===== config.mk =====
export PLATFORM = sky130hd
export DESIGN_NAME = mbox_framer
export DESIGN_NICKNAME = d
export VERILOG_FILES = /design/src/rtl/mbx_pkg.sv /design/src/rtl/mbx_tx_byte.sv /design/src/rtl/mbx_rx_unpack.sv /design/src/rtl/mbox_framer.sv
export SDC_FILE = /design/constraint.sdc
export NUM_CORES = 1
export LEC_CHECK = 0
export ABC_AREA = 0
export BUFFER_PORTS_ARGS = -buffer_cell sky130_fd_sc_hd__buf_4
export CORE_ASPECT_RATIO = 0.9
export CORE_MARGIN = 2
export CORE_UTILIZATION = 30
export DETAILED_ROUTE_END_ITERATION = 8
export PLACE_DENSITY_LB_ADDON = 0.1
export SYNTH_ARGS = -nofsm -noshare
export SYNTH_HDL_FRONTEND = slang
export SYNTH_HIERARCHICAL = 1
export SYNTH_SLANG_ARGS = --single-unit

===== constraint.sdc =====
create_clock -name clk -period 11 [get_ports clk]
set_input_delay 1.1 -clock clk [delete_from_list [all_inputs] [get_ports clk]]
set_output_delay 1.1 -clock clk [all_outputs]
set_load 0.05 [all_outputs]

===== src/rtl/mbx_pkg.sv =====
package mbx_pkg;

  typedef enum logic [1:0] {
    XM_WRITE  = 2'd0,
    XM_STATUS = 2'd1,
    XM_BLOCK  = 2'd2,
    XM_BLOCK2 = 2'd3
  } xfer_mode_e;

  typedef enum logic [1:0] {
    ST_IDLE,
    ST_SEND,
    ST_RECV
  } fr_state_e;

  localparam logic [7:0] WR_HDR    = 8'h01;
  localparam logic [7:0] OP_STATUS = 8'h02;
  localparam logic [7:0] OP_BLOCK  = 8'h28;
  localparam logic [7:0] MARK_BASE = 8'h44;
  localparam int         RD_REQ_LEN = 8;
  localparam int         SLOT_LEN   = 7;

  // words carried by the next packet
  function automatic int unsigned chunk_of(input int unsigned left, input int unsigned lim);
    return (left < lim) ? left : lim;
  endfunction

  // byte length of a packet carrying ch words
  function automatic int unsigned pkt_len(input logic is_wr, input int unsigned ch);
    return is_wr ? (1 + SLOT_LEN * ch) : RD_REQ_LEN;
  endfunction

  function automatic logic [7:0] mark_of(input logic [7:0] idx_lo);
    return MARK_BASE + idx_lo;
  endfunction

  function automatic logic [7:0] read_opcode(input xfer_mode_e m);
    return (m == XM_STATUS) ? OP_STATUS : OP_BLOCK;
  endfunction

  // byte k of a word slot
  function automatic logic [7:0] slot_byte(input logic [2:0] k, input logic [31:0] w,
                                           input logic [7:0] mk);
    if (k < 3'd4)      return w[8*k +: 8];
    else if (k == 3'd6) return mk;
    else               return 8'h00;
  endfunction

endpackage


===== src/rtl/mbx_tx_byte.sv =====
module mbx_tx_byte
  import mbx_pkg::*;
#(
  parameter int IDX_W = 16,
  parameter int LEN_W = 6
) (
  input  logic             is_wr,
  input  xfer_mode_e       md,
  input  logic [LEN_W-1:0] bidx,
  input  logic [2:0]       k,
  input  logic [31:0]      word,
  input  logic [IDX_W-1:0] idx,
  output logic [7:0]       byte_out
);

  always_comb begin
    if (is_wr) begin
      if (bidx == '0) byte_out = WR_HDR;
      else            byte_out = slot_byte(k, word, mark_of(idx[7:0]));
    end else begin
      if (bidx == '0)                        byte_out = read_opcode(md);
      else if (bidx == LEN_W'(RD_REQ_LEN-1)) byte_out = mark_of(idx[7:0]);
      else                                   byte_out = 8'h00;
    end
  end

endmodule


===== src/rtl/mbx_rx_unpack.sv =====
module mbx_rx_unpack (
  input  logic        clk,
  input  logic        rst_n,
  input  logic        byte_fire,
  input  logic [7:0]  byte_in,
  input  logic        clear,
  output logic [31:0] word_out,
  output logic        word_vld,
  output logic        word_end
);

  logic [1:0]  pos;
  logic [23:0] acc;

  assign word_end = byte_fire && (pos == 2'd3);

  always_ff @(posedge clk) begin
    if (!rst_n) begin
      pos      <= '0;
      acc      <= '0;
      word_out <= '0;
      word_vld <= 1'b0;
    end else begin
      word_vld <= 1'b0;
      if (word_end) begin
        word_out <= {byte_in, acc};
        word_vld <= 1'b1;
        pos      <= '0;
      end else if (clear) begin
        pos <= '0;
      end else if (byte_fire) begin
        acc <= {byte_in, acc[23:8]};
        pos <= pos + 2'd1;
      end
    end
  end

  // a word needs four bytes, so strobes never touch
  p_word_spacing_r7: assert property (@(posedge clk) disable iff (!rst_n)
    word_vld |=> !word_vld);

  // an early end drops the partly built word
  p_clear_drops_r9: assert property (@(posedge clk) disable iff (!rst_n)
    clear |=> pos == 2'd0);

endmodule


===== src/rtl/mbox_framer.sv =====
module mbox_framer
  import mbx_pkg::*;
#(
  parameter int CNT_W  = 16,
  parameter int WR_MAX = 8,
  parameter int RD_MAX = 16,
  localparam int LEN_W = $clog2(1 + SLOT_LEN * WR_MAX + 1)
) (
  input  logic             clk,
  input  logic             rst_n,
  input  logic             start,
  input  logic [1:0]       mode,
  input  logic [CNT_W-1:0] count,
  input  logic [31:0]      in_word,
  input  logic             in_valid,
  output logic             in_ready,
  output logic [7:0]       tx_byte,
  output logic             tx_valid,
  input  logic             tx_ready,
  output logic             tx_last,
  output logic [LEN_W-1:0] tx_len,
  input  logic [7:0]       rx_byte,
  input  logic             rx_valid,
  input  logic             rx_last,
  output logic             rx_ready,
  output logic [31:0]      out_word,
  output logic             out_valid,
  output logic             done,
  output logic             err
);

  localparam int CH_W = $clog2(((WR_MAX > RD_MAX) ? WR_MAX : RD_MAX) + 1);
  localparam int SQ_W = (WR_MAX > 1) ? $clog2(WR_MAX) : 1;

  fr_state_e        st;
  xfer_mode_e       md;
  logic [CNT_W-1:0] rem, offs;
  logic [CH_W-1:0]  chunk, wcnt;
  logic [LEN_W-1:0] bidx;
  logic [2:0]       kq;
  logic [SQ_W-1:0]  sq;
  logic [31:0]      wq;
  logic             done_q, err_q;

  // named internal events
  logic             is_wr, need_word, tx_fire, pkt_done, rx_fire;
  logic             word_end, resp_end, early, adv, xfer_end;
  logic [CNT_W-1:0] mark_idx, rem_after;

  assign is_wr     = (md == XM_WRITE);
  assign need_word = (st == ST_SEND) && is_wr && (bidx != '0) && (kq == 3'd0);
  assign tx_valid  = (st == ST_SEND) && (!need_word || in_valid);
  assign in_ready  = need_word && tx_ready;
  assign tx_len    = LEN_W'(pkt_len(is_wr, 32'(chunk)));
  assign tx_last   = tx_valid && (bidx == tx_len - LEN_W'(1));
  assign tx_fire   = tx_valid && tx_ready;
  assign pkt_done  = tx_fire && tx_last;
  assign rx_ready  = (st == ST_RECV);
  assign rx_fire   = rx_valid && rx_ready;
  assign resp_end  = word_end && (wcnt == chunk - CH_W'(1));
  assign early     = rx_fire && rx_last && !resp_end;
  assign adv       = is_wr ? pkt_done : resp_end;
  assign xfer_end  = adv && (rem == CNT_W'(chunk));
  assign rem_after = rem - CNT_W'(chunk);
  assign mark_idx  = is_wr ? (offs + CNT_W'(sq)) : offs;

  mbx_tx_byte #(.IDX_W(CNT_W), .LEN_W(LEN_W)) u_txb (
    .is_wr    (is_wr),
    .md       (md),
    .bidx     (bidx),
    .k        (kq),
    .word     (need_word ? in_word : wq),
    .idx      (mark_idx),
    .byte_out (tx_byte)
  );

  mbx_rx_unpack u_rxu (
    .clk       (clk),
    .rst_n     (rst_n),
    .byte_fire (rx_fire),
    .byte_in   (rx_byte),
    .clear     (early),
    .word_out  (out_word),
    .word_vld  (out_valid),
    .word_end  (word_end)
  );

  always_ff @(posedge clk) begin
    if (!rst_n) begin
      st     <= ST_IDLE;
      md     <= XM_WRITE;
      rem    <= '0;
      offs   <= '0;
      chunk  <= '0;
      wcnt   <= '0;
      bidx   <= '0;
      kq     <= '0;
      sq     <= '0;
      wq     <= '0;
      done_q <= 1'b0;
      err_q  <= 1'b0;
    end else begin
      done_q <= 1'b0;
      err_q  <= 1'b0;
      case (st)
        ST_IDLE: if (start) begin
          md    <= xfer_mode_e'(mode);
          rem   <= count;
          offs  <= '0;
          bidx  <= '0;
          kq    <= '0;
          sq    <= '0;
          wcnt  <= '0;
          chunk <= CH_W'(chunk_of(32'(count),
                     (xfer_mode_e'(mode) == XM_WRITE) ? WR_MAX : RD_MAX));
          if (count == '0) done_q <= 1'b1;
          else             st     <= ST_SEND;
        end
        ST_SEND: if (tx_fire) begin
          if (need_word) wq <= in_word;
          bidx <= bidx + LEN_W'(1);
          if (is_wr && bidx != '0) begin
            if (kq == 3'd6) begin
              kq <= '0;
              sq <= sq + SQ_W'(1);
            end else begin
              kq <= kq + 3'd1;
            end
          end
          if (tx_last && !is_wr) begin
            st   <= ST_RECV;
            wcnt <= '0;
          end
        end
        ST_RECV: begin
          if (early) begin
            err_q <= 1'b1;
            st    <= ST_IDLE;
          end else if (word_end) begin
            wcnt <= wcnt + CH_W'(1);
          end
        end
        default: st <= ST_IDLE;
      endcase
      // packet or response finished: next packet or end of transfer
      if (adv) begin
        offs <= offs + CNT_W'(chunk);
        rem  <= rem_after;
        bidx <= '0;
        kq   <= '0;
        sq   <= '0;
        wcnt <= '0;
        if (xfer_end) begin
          done_q <= 1'b1;
          st     <= ST_IDLE;
        end else begin
          chunk <= CH_W'(chunk_of(32'(rem_after), is_wr ? WR_MAX : RD_MAX));
          st    <= ST_SEND;
        end
      end
    end
  end

  assign done = done_q;
  assign err  = err_q;

  p_zero_count_r1: assert property (@(posedge clk) disable iff (!rst_n)
    (st == ST_IDLE && start && count == '0) |=> (done && !tx_valid));

  p_len_bound_r2: assert property (@(posedge clk) disable iff (!rst_n)
    tx_valid |-> (tx_len <= LEN_W'(1 + SLOT_LEN * WR_MAX)));

  p_marker_r3: assert property (@(posedge clk) disable iff (!rst_n)
    (tx_fire && is_wr && bidx != '0 && kq == 3'd6) |->
      (tx_byte == MARK_BASE + offs[7:0] + 8'(sq)));

  p_rd_len_r5: assert property (@(posedge clk) disable iff (!rst_n)
    (tx_valid && !is_wr) |-> (tx_len == LEN_W'(RD_REQ_LEN)));

  p_no_tx_while_recv_r6: assert property (@(posedge clk) disable iff (!rst_n)
    rx_ready |-> !tx_valid);

  p_done_idle_r8: assert property (@(posedge clk) disable iff (!rst_n)
    done |-> (st == ST_IDLE && !tx_valid && !rx_ready));

  p_early_err_r9: assert property (@(posedge clk) disable iff (!rst_n)
    early |=> (err && !done && st == ST_IDLE));

  p_hold_r10: assert property (@(posedge clk) disable iff (!rst_n)
    (tx_valid && !tx_ready && !need_word) |=> (tx_valid && $stable(tx_byte)));

endmodule


Word level (Yosys, flattened, before mapping) --
Cells that the tools add are included. Widths: inputs -> output; s select.
Word-level totals: flip-flop bits (word level) 151, input bits 65, output and inout bits 53, word-level logic and storage cells 158
Cells by class: add/subtract/negate cells 12, multiply operators 1, magnitude comparators 3, equality and inequality tests 21, shift-type cells 1, mux-type cells 58, bitwise operators 3, reductions and logical operators 43
Operators with widths (count):
- $mux 16 | 6
- $mux 5 | 13
- $mux 8 | 7
- $lt 16x5->1 | 2
- $mux 32 | 1
- $shiftx 32x7->8 | 1
- $mux 6 | 4
- $mux 3 | 7
- $add 16x5->16 | 1
- $eq 16x5->1 | 1
- $logic_and 1x1->1 | 16
- $logic_not 16->1 | 1
- $sub 16x5->16 | 1
- $pmux 5 s3 | 1
- $mux 2 | 6
- $pmux 3 s2 | 2
- $pmux 6 s2 | 1
- $reduce_and 5->1 | 2
- $mux 1 | 9
- $ne 3x3->1 const B | 3
- $add 7x8->8 const A | 1
- $add 8x3->8 | 1
- $ne 2x1->1 const B | 4
- $reduce_and 2->1 | 4
- 33 further kinds | 47

Longest topological paths before layout --
Gate-level depths: netlist of run 1.
word-level depth 13, depth in mapped cells 17, depth with buffers taken out 14

Cells and area by module --
The synthesis of run 1 kept the hierarchy.
By module, submodules not included:
- mbox_framer | times used 1, cells an instance 781, area each 6223.5 sq um, sequential area each 1841.8 sq um
- mbx_rx_unpack | times used 1, cells an instance 249, area each 2432.3 sq um, sequential area each 1181.1 sq um
- mbx_tx_byte | times used 1, cells an instance 68, area each 554.3 sq um, sequential area each 0.0 sq um

Worst setup path after synthesis of run 1 --
Ideal clock, no wire load.
path type reg-to-output, from register md[0], to output tx_last, arrival time 4.208 ns, data required time 9.900 ns, path slack 5.692 ns, stages on the path, launching flop included 13, path buffers 1, path through dfxtp_1 or2_2 clkbuf_1 nor2_1 inv_1 ha_1 xor2_1 or3b_1 o22ai_2 a22oi_2 a211oi_1 nand3_1 nor3b_1
On the way: elaborated cells on any way between the ends 11, those cells by class 1 x add/sub; 1 x eq/ne; 1 x mux; 8 x reduce/logical
RTL lines:
- from (decl) | line mbox_framer.sv:36 | xfer_mode_e md;
- from (signal assigned) | line mbox_framer.sv:107 | md <= xfer_mode_e'(mode);
- $logic_not 2->1 | line mbox_framer.sv:50 | assign is_wr = (md == XM_WRITE);
- $mux 6 | line mbx_pkg.sv:30 | return is_wr ? (1 + SLOT_LEN * ch) : RD_REQ_LEN;
- named net tx_len[0] | line mbox_framer.sv:21 | output logic [LEN_W-1:0] tx_len,
- $sub 6x1->6 | line mbox_framer.sv:55 | assign tx_last = tx_valid && (bidx == tx_len - LEN_W'(1));
- $eq 6x6->1 | line mbox_framer.sv:55
- $logic_and 1x1->1 | line mbox_framer.sv:55
- to (decl) | line mbox_framer.sv:20 | output logic tx_last,
The timed path passes the listed nets, and every way through them passes these cells.

Final worst setup path of run 1 --
from register chunk[0], to output tx_last
On the way: longest elaborated chain between the ends 6
RTL lines:
- from (decl) | line mbox_framer.sv:38 | logic [CH_W-1:0] chunk, wcnt;
- from (signal assigned) | line mbox_framer.sv:114 | chunk <= CH_W'(chunk_of(32'(count),
- from (signal assigned) | line mbox_framer.sv:157 | chunk <= CH_W'(chunk_of(32'(rem_after), is_wr ? WR_MAX : RD_MAX));
- $mul 3x5->6 | line mbx_pkg.sv:30
- $add 1x6->6 | line mbx_pkg.sv:30
- $mux 6 | line mbx_pkg.sv:30
- $sub 6x1->6 | line mbox_framer.sv:55
- $eq 6x6->1 | line mbox_framer.sv:55
- $logic_and 1x1->1 | line mbox_framer.sv:55
Every way passes these cells.

==> results of run 1 <==
[where the power goes]
part           switching, mW  total [mW]  internal, mW
Sequential            0.0144       0.541         0.527
Combinational          0.149       0.236        0.0870
Clock                  0.273       0.597         0.324
Total                  0.436        1.37         0.937
[registers in the layout, indices dropped and copies added, names as in the netlist, 3 cells and up]
register,flops
bidx,6
sq,3
wcnt,5
u_rxu/acc,24
wq,32
chunk,5
kq,3
u_rxu/word_out,32
rem,16
offs,8
[per-layer routing]
layer	up-vias	global-route usage, %	share of wire (%)
li1	3801	-	-
met3	14	3.29	3.4
met5	-	0	0
met2	116	27.2	46
met4	0	4.04	1.1
met1	3525	23.7	50
[layout by cell type (no fill, tap or decap), drive strengths merged, types with 4 or more instances in the layout]
master / n
o21ai: 28
a21o: 11
mux2i: 36
nand2: 160
nor3b: 5
xor2: 20
nor4: 8
nand4: 14
nor3: 21
and2: 9
or4: 5
mux4: 6
inv: 31
a31oi: 16
and3: 10
a211oi: 6
nand3: 58
buf: 125
nand3b: 4
o31a: 4
nand2b: 10
or3: 10
fa: 8
clkbuf: 17
ha: 31
a21bo: 32
a22oi: 4
xnor2: 23
clkinv: 8
nor2: 47
and4b: 4
a21oi: 111
nor2b: 6
dfxtp: 143
mux2: 33
[area by class of cell]
cell class | instances | area share [%]
Inverter | 27 | 0.981
Clock inverter | 15 | 1.71
Timing Repair Buffer | 125 | 9.09
Clock buffer | 17 | 4.12
Tap cell | 366 | 4.43
Sequential cell | 143 | 27.7
Multi-Input combinational cell | 787 | 51.9
[final timing paths]
kind            start       to  slack, ns  cells past startpoint
max          chunk[0]  tx_last       5.83                     10
min             wq[9]    wq[9]       0.45                      2
max reg2reg  chunk[1]  offs[6]       6.34                     14
min reg2reg     wq[9]    wq[9]       0.45                      2
[tightest hold or removal path, delay by kind of cell, from the launching register on]
kind | cells | cell delay (ns)
flip-flops | 1 | 0.31
AND/OR/NAND/NOR | 1 | 0.05
AO/OA/AOI/OAI | 1 | 0.05
==> metrics.log, run 1 <==
INFO  metric outcome = finished clean
INFO  metric fin_total_pwr = 1.37 mW
INFO  metric wire_per_inst = 17.0 um
INFO  metric cts_hold_repair.buffers = 0
INFO  metric power.static_leakage = 4.07 nW
INFO  metric antennaDiodeCount = 0
INFO  metric setup_viol_count_final = 0
INFO  metric vias = 7456
INFO  metric critical-path-top-delay-family = adder cells
INFO  metric detail_route.wirelength = 25200 um
INFO  metric worst_clock_skew = 0.0118 ns
INFO  metric htree_levels = 4
INFO  metric startpoint_type = flip-flop
INFO  metric final_design_area_no_fill = 10300 sq um
INFO  metric vias_per_cell = 5.04
INFO  metric max-slew-margin-rel = 25.9%
INFO  metric critical-path-max-stage-delay = 0.66 ns
INFO  metric worst_slack = 5.83 ns
INFO  metric grt_pass1_vias = 7253
INFO  metric drive_gt1_share = 21.9%
INFO  metric synth.cell_area = 8680 sq um
INFO  metric number_of_nets_in_the_layout = 1205
INFO  metric multiInputGateArea = 5360 sq um
INFO  metric grt_max_degree = 73
INFO  metric timing.setup.tns = 0 ns
INFO  metric worstPathCellList = fa_1 -> fa_1 -> nor2b_1 -> and4b_1 -> mux2i_1 -> nor3b_1 -> nor3_2 -> nand3_1 -> nor3b_1 -> buf_4
INFO  metric crit_slowest_cell = sky130_fd_sc_hd__dfxtp_1
INFO  metric synthCells = 1031
INFO  metric ys_warn_count = 6
INFO  metric clockRootBuffer = sky130_fd_sc_hd__clkbuf_16
INFO  metric drtIter0Drc = 499
INFO  metric die_area = 30300 sq um
INFO  metric upper_clock_frequency_limit = 193 MHz
INFO  metric postSynthAreaPerCell = 8.42 sq um
INFO  metric place_worst_setup_slack = 6.29 ns
INFO  metric final.fill_count = 2993
INFO  metric core-area = 28700 sq um
INFO  metric floorplan.initialDensity = 30.2%
INFO  metric placed_cell_count = 1448
INFO  metric maxCapViolCount = 0
INFO  metric cts_resized = 0
INFO  metric hpwlAfterDp = 17200 um
INFO  metric postSynthNetCount = 1135
INFO  metric critPathCaptureType = output port
INFO  metric register_area = 2860 sq um
INFO  metric critPathArrivalTime = 4.07 ns
INFO  metric worst_hold_path_type = flip-flop to flip-flop
INFO  metric area_growth_syn_to_layout = 19.0%
INFO  metric cp_max_fo = 13
INFO  metric peakVddDrop = 0.103 mV
INFO  metric height_of_the_die = 165 um
INFO  metric floorplan.io_pins = 118
INFO  metric power.density = 133 nW/um^2
INFO  metric hold_slack = 0.454 ns
INFO  metric gp_congestion = 0.828
INFO  metric ant_nets = 0
INFO  metric rows = 59
INFO  metric worstPathBufferInverterCount = 1
INFO  metric clock_sink_count = 143
INFO  metric timing.final.crit_period = 5.17 ns
INFO  metric clk_transition_reported_paths = 0.07 ns
INFO  metric cts.path.max_buffers = 2
INFO  metric required = 9.90 ns
INFO  metric rsz_0062_raised_after_global_routing = no
INFO  metric grt.total_usage = 17.0%
INFO  metric post_cts.repair.setup_buffers = 0
INFO  metric detail_route.drc_violations = 0
INFO  metric final_core_utilization = 36.0%
INFO  metric drv_slew = 0
INFO  metric die_width = 183 um
INFO  metric clk-insertion-delay-late = 0.43 ns
INFO  metric grt_antenna_before_repair = 0
INFO  metric slew_at_the_pin_closest_to_its_max_slew_limit = 1.11 ns
INFO  metric count_of_input_and_output_buffers = 117
INFO  metric cts_tree = done
INFO  metric first_pass_iteration_count_of_the_detailed_router = 5
INFO  metric crit_type = flip-flop to output port
INFO  metric gr-total-overflow = 0
INFO  metric placed_area = 9720 sq um
INFO  metric final_hold_vios = 0
INFO  metric final-instance-count-excl-fill = 1480
INFO  metric grt_pass1_wl = 40700 um
INFO  metric timing.final.crit_share = 47.0%
INFO  metric cts_buffer_count = 17
No activity file was read; power rests on OpenSTA's default activity.
==> inputs of run 2 (changes only) <==
--- a/config.mk
+++ b/config.mk
@@ -5,7 +5,7 @@
 export SDC_FILE = /design/constraint.sdc
 export NUM_CORES = 1
 export LEC_CHECK = 0
-export ABC_AREA = 0
+export ABC_AREA = 1
 export BUFFER_PORTS_ARGS = -buffer_cell sky130_fd_sc_hd__buf_4
 export CORE_ASPECT_RATIO = 0.9
 export CORE_MARGIN = 2
==> constraint.sdc (replaced) <==
create_clock -name clk -period 5.29 [get_ports clk]
set_input_delay 0.529 -clock clk [delete_from_list [all_inputs] [get_ports clk]]
set_output_delay 0.529 -clock clk [all_outputs]
set_load 0.05 [all_outputs]
==> run 2 against run 1 <==
Combinational power rose to 6.8 times the previous value. Via count increased by 17%. First-iteration DRC count rose by 24%. Global-route usage grew 1.0 points. Wire length rose by 7.8%. Sequential power up 140%. Clock power up 110%. Largest power group is now combinational logic. Highest routed layer unchanged.
==> metrics.log, run 2 <==
INFO  metric grt_pass1_vias = 8239 (+14%)
INFO  metric post_cts.repair.setup_buffers = 0 (unchanged)
INFO  metric worst_clock_skew = 0.0169 ns (+0.00509 ns)
INFO  metric postSynthNetCount = 1477 (+30%)
INFO  metric timing.final.crit_share = 76.4%
INFO  metric ys_warn_count = 6 (unchanged)
INFO  metric outcome = finished clean
INFO  metric grt_max_degree = 74 (+1.4%)
INFO  metric hold_slack = 0.285 ns (-0.169 ns)
INFO  metric internal-power = 2.34 mW (+150%)
INFO  metric cp_max_fo = 8 (-5)
INFO  metric detail_route.drc_violations = 0 (unchanged)
INFO  metric critPathCaptureType = output port
INFO  metric startpoint_type = flip-flop
INFO  metric crit_type = flip-flop to output port
INFO  metric reg.largest.list = u_rxu/word_out: 32 flops, wq: 32 flops, u_rxu/acc: 24 flops
INFO  metric clockRootBuffer = sky130_fd_sc_hd__clkbuf_16
INFO  metric count_of_input_and_output_buffers = 117 (unchanged)
INFO  metric power.static_leakage = 5.07 nW (+25%)
INFO  metric worstPathBufferInverterCount = 3 (+2)
INFO  metric height_of_the_die = 167 um (+1.2%)
INFO  metric clock_power_share = 30.0% (-14 points)
INFO  metric worstPathCellList = inv_1 -> ha_1 -> nand2_1 -> nand2_1 -> a21oi_1 -> inv_1 -> ha_1 -> xor2_1 -> nand3_1 -> nor2_1 -> nand3_1 -> nor3_1 -> buf_4
INFO  metric comb_power_share = 38.9% (+22 points)
INFO  metric number_of_nets_in_the_layout = 1569 (+30%)
INFO  metric drtIter0Drc = 618 (+24%)
INFO  metric floorplan.io_pins = 118 (unchanged)
INFO  metric max-slew-margin-rel = 37.9% (+12 points)
INFO  metric critical_path_depth = 13 (+3)
INFO  metric die_width = 185 um (+1.2%)
INFO  metric critical-path-top-delay-family = simple AND/OR/NAND/NOR gates
INFO  metric floorplan.initialDensity = 30.6% (+0.40 points)
INFO  metric vias_per_cell = 4.64 (-8.0%)
INFO  metric antennaDiodeCount = 0 (unchanged)
INFO  metric timing.final.crit_period = 4.04 ns
INFO  metric grt.total_usage = 18.0% (+1.0 points)
INFO  metric cts_resized = 0 (unchanged)
INFO  metric vias = 8689 (+17%)
INFO  metric critical-path-max-stage-delay = 0.59 ns (-0.07 ns)
INFO  metric peakVddDrop = 0.204 mV (+98%)
INFO  metric htree_levels = 4 (unchanged)
INFO  metric power.density = 390 nW/um^2 (+190%)
INFO  metric final_hold_vios = 0 (unchanged)
INFO  metric clock_sink_count = 143 (unchanged)
INFO  metric power_frac_seq = 31.1% (-8.3 points)
INFO  metric required = 4.76 ns (-5.14 ns)
INFO  metric gp_congestion = 0.901 (+8.9%)
INFO  metric p_sw_share = 43.5% (+12 points)
INFO  metric core-area = 29000 sq um (+1.0%)
INFO  metric hold_path_depth = 3 (+1)
INFO  metric cts_hold_repair.buffers = 0 (unchanged)
INFO  metric critPathArrivalTime = 3.51 ns (-0.56 ns)
INFO  metric switchingPower = 1.80 mW (+310%)
INFO  metric slew_at_the_pin_closest_to_its_max_slew_limit = 0.931 ns (-0.180 ns)
INFO  metric ant_nets = 0 (unchanged)
INFO  metric grt_pass1_wl = 44000 um (+8.0%)
INFO  metric synthCells = 1373 (+33%)
INFO  metric postSynthAreaPerCell = 6.47 sq um (-23%)
INFO  metric rsz_0062_raised_after_global_routing = no
INFO  metric cts_tree = done
INFO  metric worst_hold_path_type = primary input to flip-flop
INFO  metric crit_slowest_cell = sky130_fd_sc_hd__dfxtp_1
INFO  metric clk_transition_reported_paths = 0.08 ns (about the same)
INFO  metric wire_per_inst = 14.5 um (-15%)
INFO  metric hpwlAfterDp = 19900 um (+16%)
INFO  metric first_pass_iteration_count_of_the_detailed_router = 5 (unchanged)
INFO  metric gr-total-overflow = 0 (unchanged)
INFO  metric area_growth_syn_to_layout = 19.2%
INFO  metric detail_route.wirelength = 27200 um (+7.8%)
INFO  metric cts_buffer_count = 17 (unchanged)
INFO  metric maxCapViolCount = 0 (unchanged)
INFO  metric cts.path.max_buffers = 2 (unchanged)
INFO  metric clk-insertion-delay-late = 0.44 ns (about the same)
INFO  metric die_area = 31000 sq um (+2.3%)
INFO  metric upper_clock_frequency_limit = 247 MHz
INFO  metric rr_worst_depth = 16 (+2)
INFO  metric timing.setup.tns = 0 ns (unchanged)
INFO  metric grt_antenna_before_repair = 0 (unchanged)
INFO  metric rows = 59 (unchanged)
INFO  metric drive_gt1_share = 14.5% (-7.4 points)
INFO  metric mostFrequentLayoutCells = 357 x sky130_fd_sc_hd__nand2_1, 184 x sky130_fd_sc_hd__nor2_1, 171 x sky130_fd_sc_hd__inv_1, 143 x sky130_fd_sc_hd__dfxtp_1, 123 x sky130_fd_sc_hd__buf_4
INFO  metric layout.cells.most_common = sky130_fd_sc_hd__nand2_1
INFO  metric synth.cell_area = 8890 sq um (+2.4%)
INFO  metric setup_viol_count_final = 0 (unchanged)
INFO  metric drv_slew = 0 (unchanged)
run 2: cell count changes in the layout (fill, tap and decap cells not counted), moves of 36 or more:
cell                      delta
sky130_fd_sc_hd__inv_1     +146
sky130_fd_sc_hd__mux2i_1    -36
sky130_fd_sc_hd__nand2_1   +198
sky130_fd_sc_hd__nand3_1    +44
sky130_fd_sc_hd__nor2_1    +139
sky130_fd_sc_hd__o21ai_0    +40
run 2: worst paths after layout:
kind         startpoint                 end  slack [ns]
max            chunk[1]             tx_last        1.25
min          rx_byte[6]  u_rxu/word_out[30]        0.28
max reg2reg       st[0]       u_rxu/acc[16]        1.35
min reg2reg      wq[23]              wq[23]        0.45
run 2: stage by stage:
stage          util (%)  setup WS (ns)  area, sq um  total power [mW]  cells
2_1_floorplan         -          0.857         8890              2.48   1373
3_3_place_gp       34.4           1.26         9980              2.91   1842
3_5_place_dp       34.4           1.34         9980              2.91   1842
4_1_cts            36.5           1.19        10600              4.17   1874
5_1_grt            36.5          0.788        10600              4.44   1874
6_report           36.5           1.25        10600              4.14   1874
run 2: final cells by class:
cell class,count,area [sq um]
tap,396,495
fill,3194,18400
multi-input combinational,997,5010
clock inverter,15,184
timing repair buffer,123,923
clock buffer,17,425
inverter,183,697
sequential,143,2860
run 2: per-layer routing:
layer | vias to the layer above | global-route usage [%] | share of wire, %
li1 | 4548 | - | -
met2 | 185 | 27.6 | 44
met3 | 24 | 2.94 | 4.4
met4 | 0 | 4.45 | 1.2
met5 | - | 0 | 0
met1 | 3932 | 26.2 | 51
run 2: power groups by stage:
stage | clock network [mW] | logic [mW] | registers, mW
2_1_floorplan | 0 | 1.19 | 1.28
3_3_place_gp | 0 | 1.60 | 1.31
3_5_place_dp | 0 | 1.60 | 1.31
4_1_cts | 1.28 | 1.61 | 1.28
5_1_grt | 1.32 | 1.82 | 1.30
6_report | 1.24 | 1.61 | 1.29
run 2: tightest hold or removal path, cell delays in order:
cell                      delay (ns)
sky130_fd_sc_hd__buf_4          0.09
sky130_fd_sc_hd__nand2_1        0.04
sky130_fd_sc_hd__nand2_1        0.04
==> inputs of run 3 (changes only) <==
==> constraint.sdc (replaced) <==
create_clock -name clk -period 3.8 [get_ports clk]
set_input_delay 0.38 -clock clk [delete_from_list [all_inputs] [get_ports clk]]
set_output_delay 0.38 -clock clk [all_outputs]
set_load 0.05 [all_outputs]
==> run 3 against run 2 <==
Combinational power is 39% higher. Wire length shrank 1.3%. Sequential cell count did not move. Register-to-register slack lost 1.0 ns. Count of clock-buffer cells in the layout is the same. Non-clock buffer count grew 11. Largest power group unchanged.
==> metrics.log, run 3 (synthesis results as in run 2) <==
INFO  metric outcome = finished clean
INFO  metric peakVddDrop = 0.281 mV (+38%)
INFO  metric critical-path-top-delay-family = adder cells
INFO  metric worstSetupStartpoint = chunk[1]
INFO  metric regToRegStartpoint = chunk[1]
INFO  metric mostFrequentLayoutCells = 357 x sky130_fd_sc_hd__nand2_1, 184 x sky130_fd_sc_hd__nor2_1, 171 x sky130_fd_sc_hd__inv_1, 141 x sky130_fd_sc_hd__dfxtp_1, 133 x sky130_fd_sc_hd__buf_4
INFO  metric placed_area = 10100 sq um (+1.0%)
INFO  metric cts_tree = done
INFO  metric cts_resized = 0 (unchanged)
INFO  metric first_pass_iteration_count_of_the_detailed_router = 4 (-1)
INFO  metric drtIter0Drc = 569 (-7.9%)
INFO  metric critPathArrivalTime = 3.11 ns (-0.40 ns)
INFO  metric power.density = 536 nW/um^2 (+37%)
INFO  metric layout.cells.most_common = sky130_fd_sc_hd__nand2_1
INFO  metric die_area = 31000 sq um (unchanged)
INFO  metric clockRootBuffer = sky130_fd_sc_hd__clkbuf_16
INFO  metric gp_congestion = 0.879 (-2.4%)
INFO  metric upper_clock_frequency_limit = 287 MHz
INFO  metric timing.final.crit_period = 3.49 ns
INFO  metric required = 3.42 ns (-1.34 ns)
INFO  metric rr_worst_depth = 17 (+1)
INFO  metric number_of_nets_in_the_layout = 1580 (+0.70%)
INFO  metric detail_route.wirelength = 26900 um (-1.3%)
INFO  metric grt_antenna_before_repair = 0 (unchanged)
INFO  metric area_growth_syn_to_layout = 20.5%
INFO  metric maxCapViolCount = 0 (unchanged)
INFO  metric antennaDiodeCount = 0 (unchanged)
INFO  metric floorplan.initialDensity = 30.6% (unchanged)
INFO  metric final_design_area_no_fill = 10700 sq um (+1.1%)
INFO  metric max-slew-margin-rel = 45.1% (+7.2 points)
INFO  metric setup_viol_count_final = 0 (unchanged)
INFO  metric final_hold_vios = 0 (unchanged)
INFO  metric placed_cell_count = 1853 (+0.60%)
INFO  metric die_width = 185 um (unchanged)
INFO  metric critPathCaptureType = output port
INFO  metric drv_slew = 0 (unchanged)
INFO  metric height_of_the_die = 167 um (unchanged)
INFO  metric crit-reg2reg-capture = chunk[4]
INFO  metric vias = 8707 (+0.21%)
INFO  metric cts_hold_repair.buffers = 0 (unchanged)
INFO  metric cts.path.max_buffers = 2 (unchanged)
INFO  metric worst_hold_path_type = primary input to flip-flop
INFO  metric slew_at_the_pin_closest_to_its_max_slew_limit = 0.822 ns (-0.109 ns)
INFO  metric clk-insertion-delay-late = 0.44 ns (about the same)
INFO  metric worstPathBufferInverterCount = 2 (-1)
INFO  metric critical-path-max-stage-delay = 0.58 ns (about the same)
INFO  metric worst_clock_skew = 0.0195 ns (+0.00261 ns)
INFO  metric timing.setup.tns = 0 ns (unchanged)
INFO  metric post_cts.repair.setup_buffers = 0 (unchanged)
INFO  metric reg.largest.list = u_rxu/word_out: 32 flops, wq: 32 flops, u_rxu/acc: 24 flops
INFO  metric ant_nets = 0 (unchanged)
INFO  metric grt_max_degree = 66 (-11%)
INFO  metric wire_per_inst = 14.2 um (-1.9%)
INFO  metric critical_path_depth = 11 (-2)
INFO  metric worstPathCellList = fa_1 -> fa_1 -> nand2_1 -> nand2_1 -> inv_1 -> nand3_1 -> nand2_1 -> nand2_1 -> nand2_1 -> nor3_2 -> buf_4
INFO  metric core-area = 29000 sq um (unchanged)
INFO  metric cp_max_fo = 8 (unchanged)
INFO  metric final-instance-count-excl-fill = 1885 (+0.59%)
INFO  metric rsz_0062_raised_after_global_routing = no
INFO  metric grt_pass1_wl = 43500 um (-1.1%)
INFO  metric grt.total_usage = 17.8% (-0.27 points)
INFO  metric final_core_utilization = 36.9% (+0.40 points)
INFO  metric grt_pass1_vias = 8239 (unchanged)
INFO  metric clock_sink_count = 143 (unchanged)
INFO  metric timing.final.crit_share = 91.7%
INFO  metric power.static_leakage = 5.13 nW (+1.2%)
INFO  metric vias_per_cell = 4.62 (-0.38%)
INFO  metric crit_slowest_cell = sky130_fd_sc_hd__fa_1
INFO  metric htree_levels = 4 (unchanged)
INFO  metric drive_gt1_share = 15.4% (+0.90 points)
INFO  metric crit_type = flip-flop to output port
INFO  metric count_of_input_and_output_buffers = 117 (unchanged)
INFO  metric hold_slack = 0.137 ns (-0.147 ns)
INFO  metric hpwlAfterDp = 20000 um (+0.50%)
INFO  metric cts_buffer_count = 17 (unchanged)
INFO  metric detail_route.drc_violations = 0 (unchanged)
INFO  metric floorplan.io_pins = 118 (unchanged)
INFO  metric rows = 59 (unchanged)
INFO  metric clk_transition_reported_paths = 0.08 ns (about the same)
INFO  metric startpoint_type = flip-flop
INFO  metric ff2ff_setup_slack = 0.34 ns (-1.01 ns)
INFO  metric setup_crit_end = tx_last
INFO  metric crit_path_frequent_cell = sky130_fd_sc_hd__nand2_1
INFO  metric gr-total-overflow = 0 (unchanged)
run 3: cell count changes in the layout (fill, tap and decap cells not counted), moves of 2 or more:
| cell | previous run | this run |
|---|---|---|
| sky130_fd_sc_hd__dfxtp_2 | 0 | 2 |
| sky130_fd_sc_hd__buf_4 | 123 | 133 |
| sky130_fd_sc_hd__inv_8 | 7 | 5 |
| sky130_fd_sc_hd__dfxtp_1 | 143 | 141 |
run 3: how the worst min path moves through the flow:
stage                       start                  to  slack [ns]  cells after the start
4_1_cts                rx_byte[6]  u_rxu/word_out[30]        0.12                      3
3_5_place_dp   u_rxu/word_out[29]  u_rxu/word_out[29]        0.44                      2
5_1_grt                rx_byte[5]  u_rxu/word_out[29]        0.13                      3
2_1_floorplan              wq[10]              wq[10]        0.43                      2
6_report               rx_byte[6]  u_rxu/word_out[30]        0.14                      3
3_3_place_gp               wq[27]              wq[27]        0.44                      2
run 3: power by group:
group	total (mW)	internal [mW]	switching [mW]
Sequential	1.79	1.67	0.115
Combinational	2.23	0.696	1.54
Clock	1.72	0.896	0.824
Total	5.74	3.26	2.48
run 3: final cells by class:
| cell class | instances | area (sq um) |
|---|---|---|
| timing repair buffer | 134 | 1020 |
| clock inverter | 15 | 186 |
| fill | 3182 | 18300 |
| clock buffer | 17 | 425 |
| tap | 396 | 495 |
| multi-input combinational | 997 | 5020 |
| sequential | 143 | 2870 |
| inverter | 183 | 697 |
run 3: stage by stage:
stage,setup WS (ns),power (mW)
3_3_place_gp,0.226,4.06
3_5_place_dp,0.151,4.05
6_report,0.314,5.74
5_1_grt,0.0100,6.19
4_1_cts,0.0567,5.80
2_1_floorplan,0.276,3.45
run 3: metal layers:
metal / up-vias / share of wire [%] / global-route usage [%]
li1: 4585 / - / -
met1: 3928 / 52 / 26.2
met2: 174 / 43 / 26.9
met3: 20 / 4.2 / 2.85
met4: 0 / 1.0 / 4.14
met5: - / 0 / 0
run 3: worst register-to-register path: cells and delay by family (launching register included):
kind	cells	cell delay, ns
adder cells (fa/ha/maj)	2	1.08
flip-flops	1	0.46
buffers and inverters	2	0.17
AND/OR/NAND/NOR	13	1.64
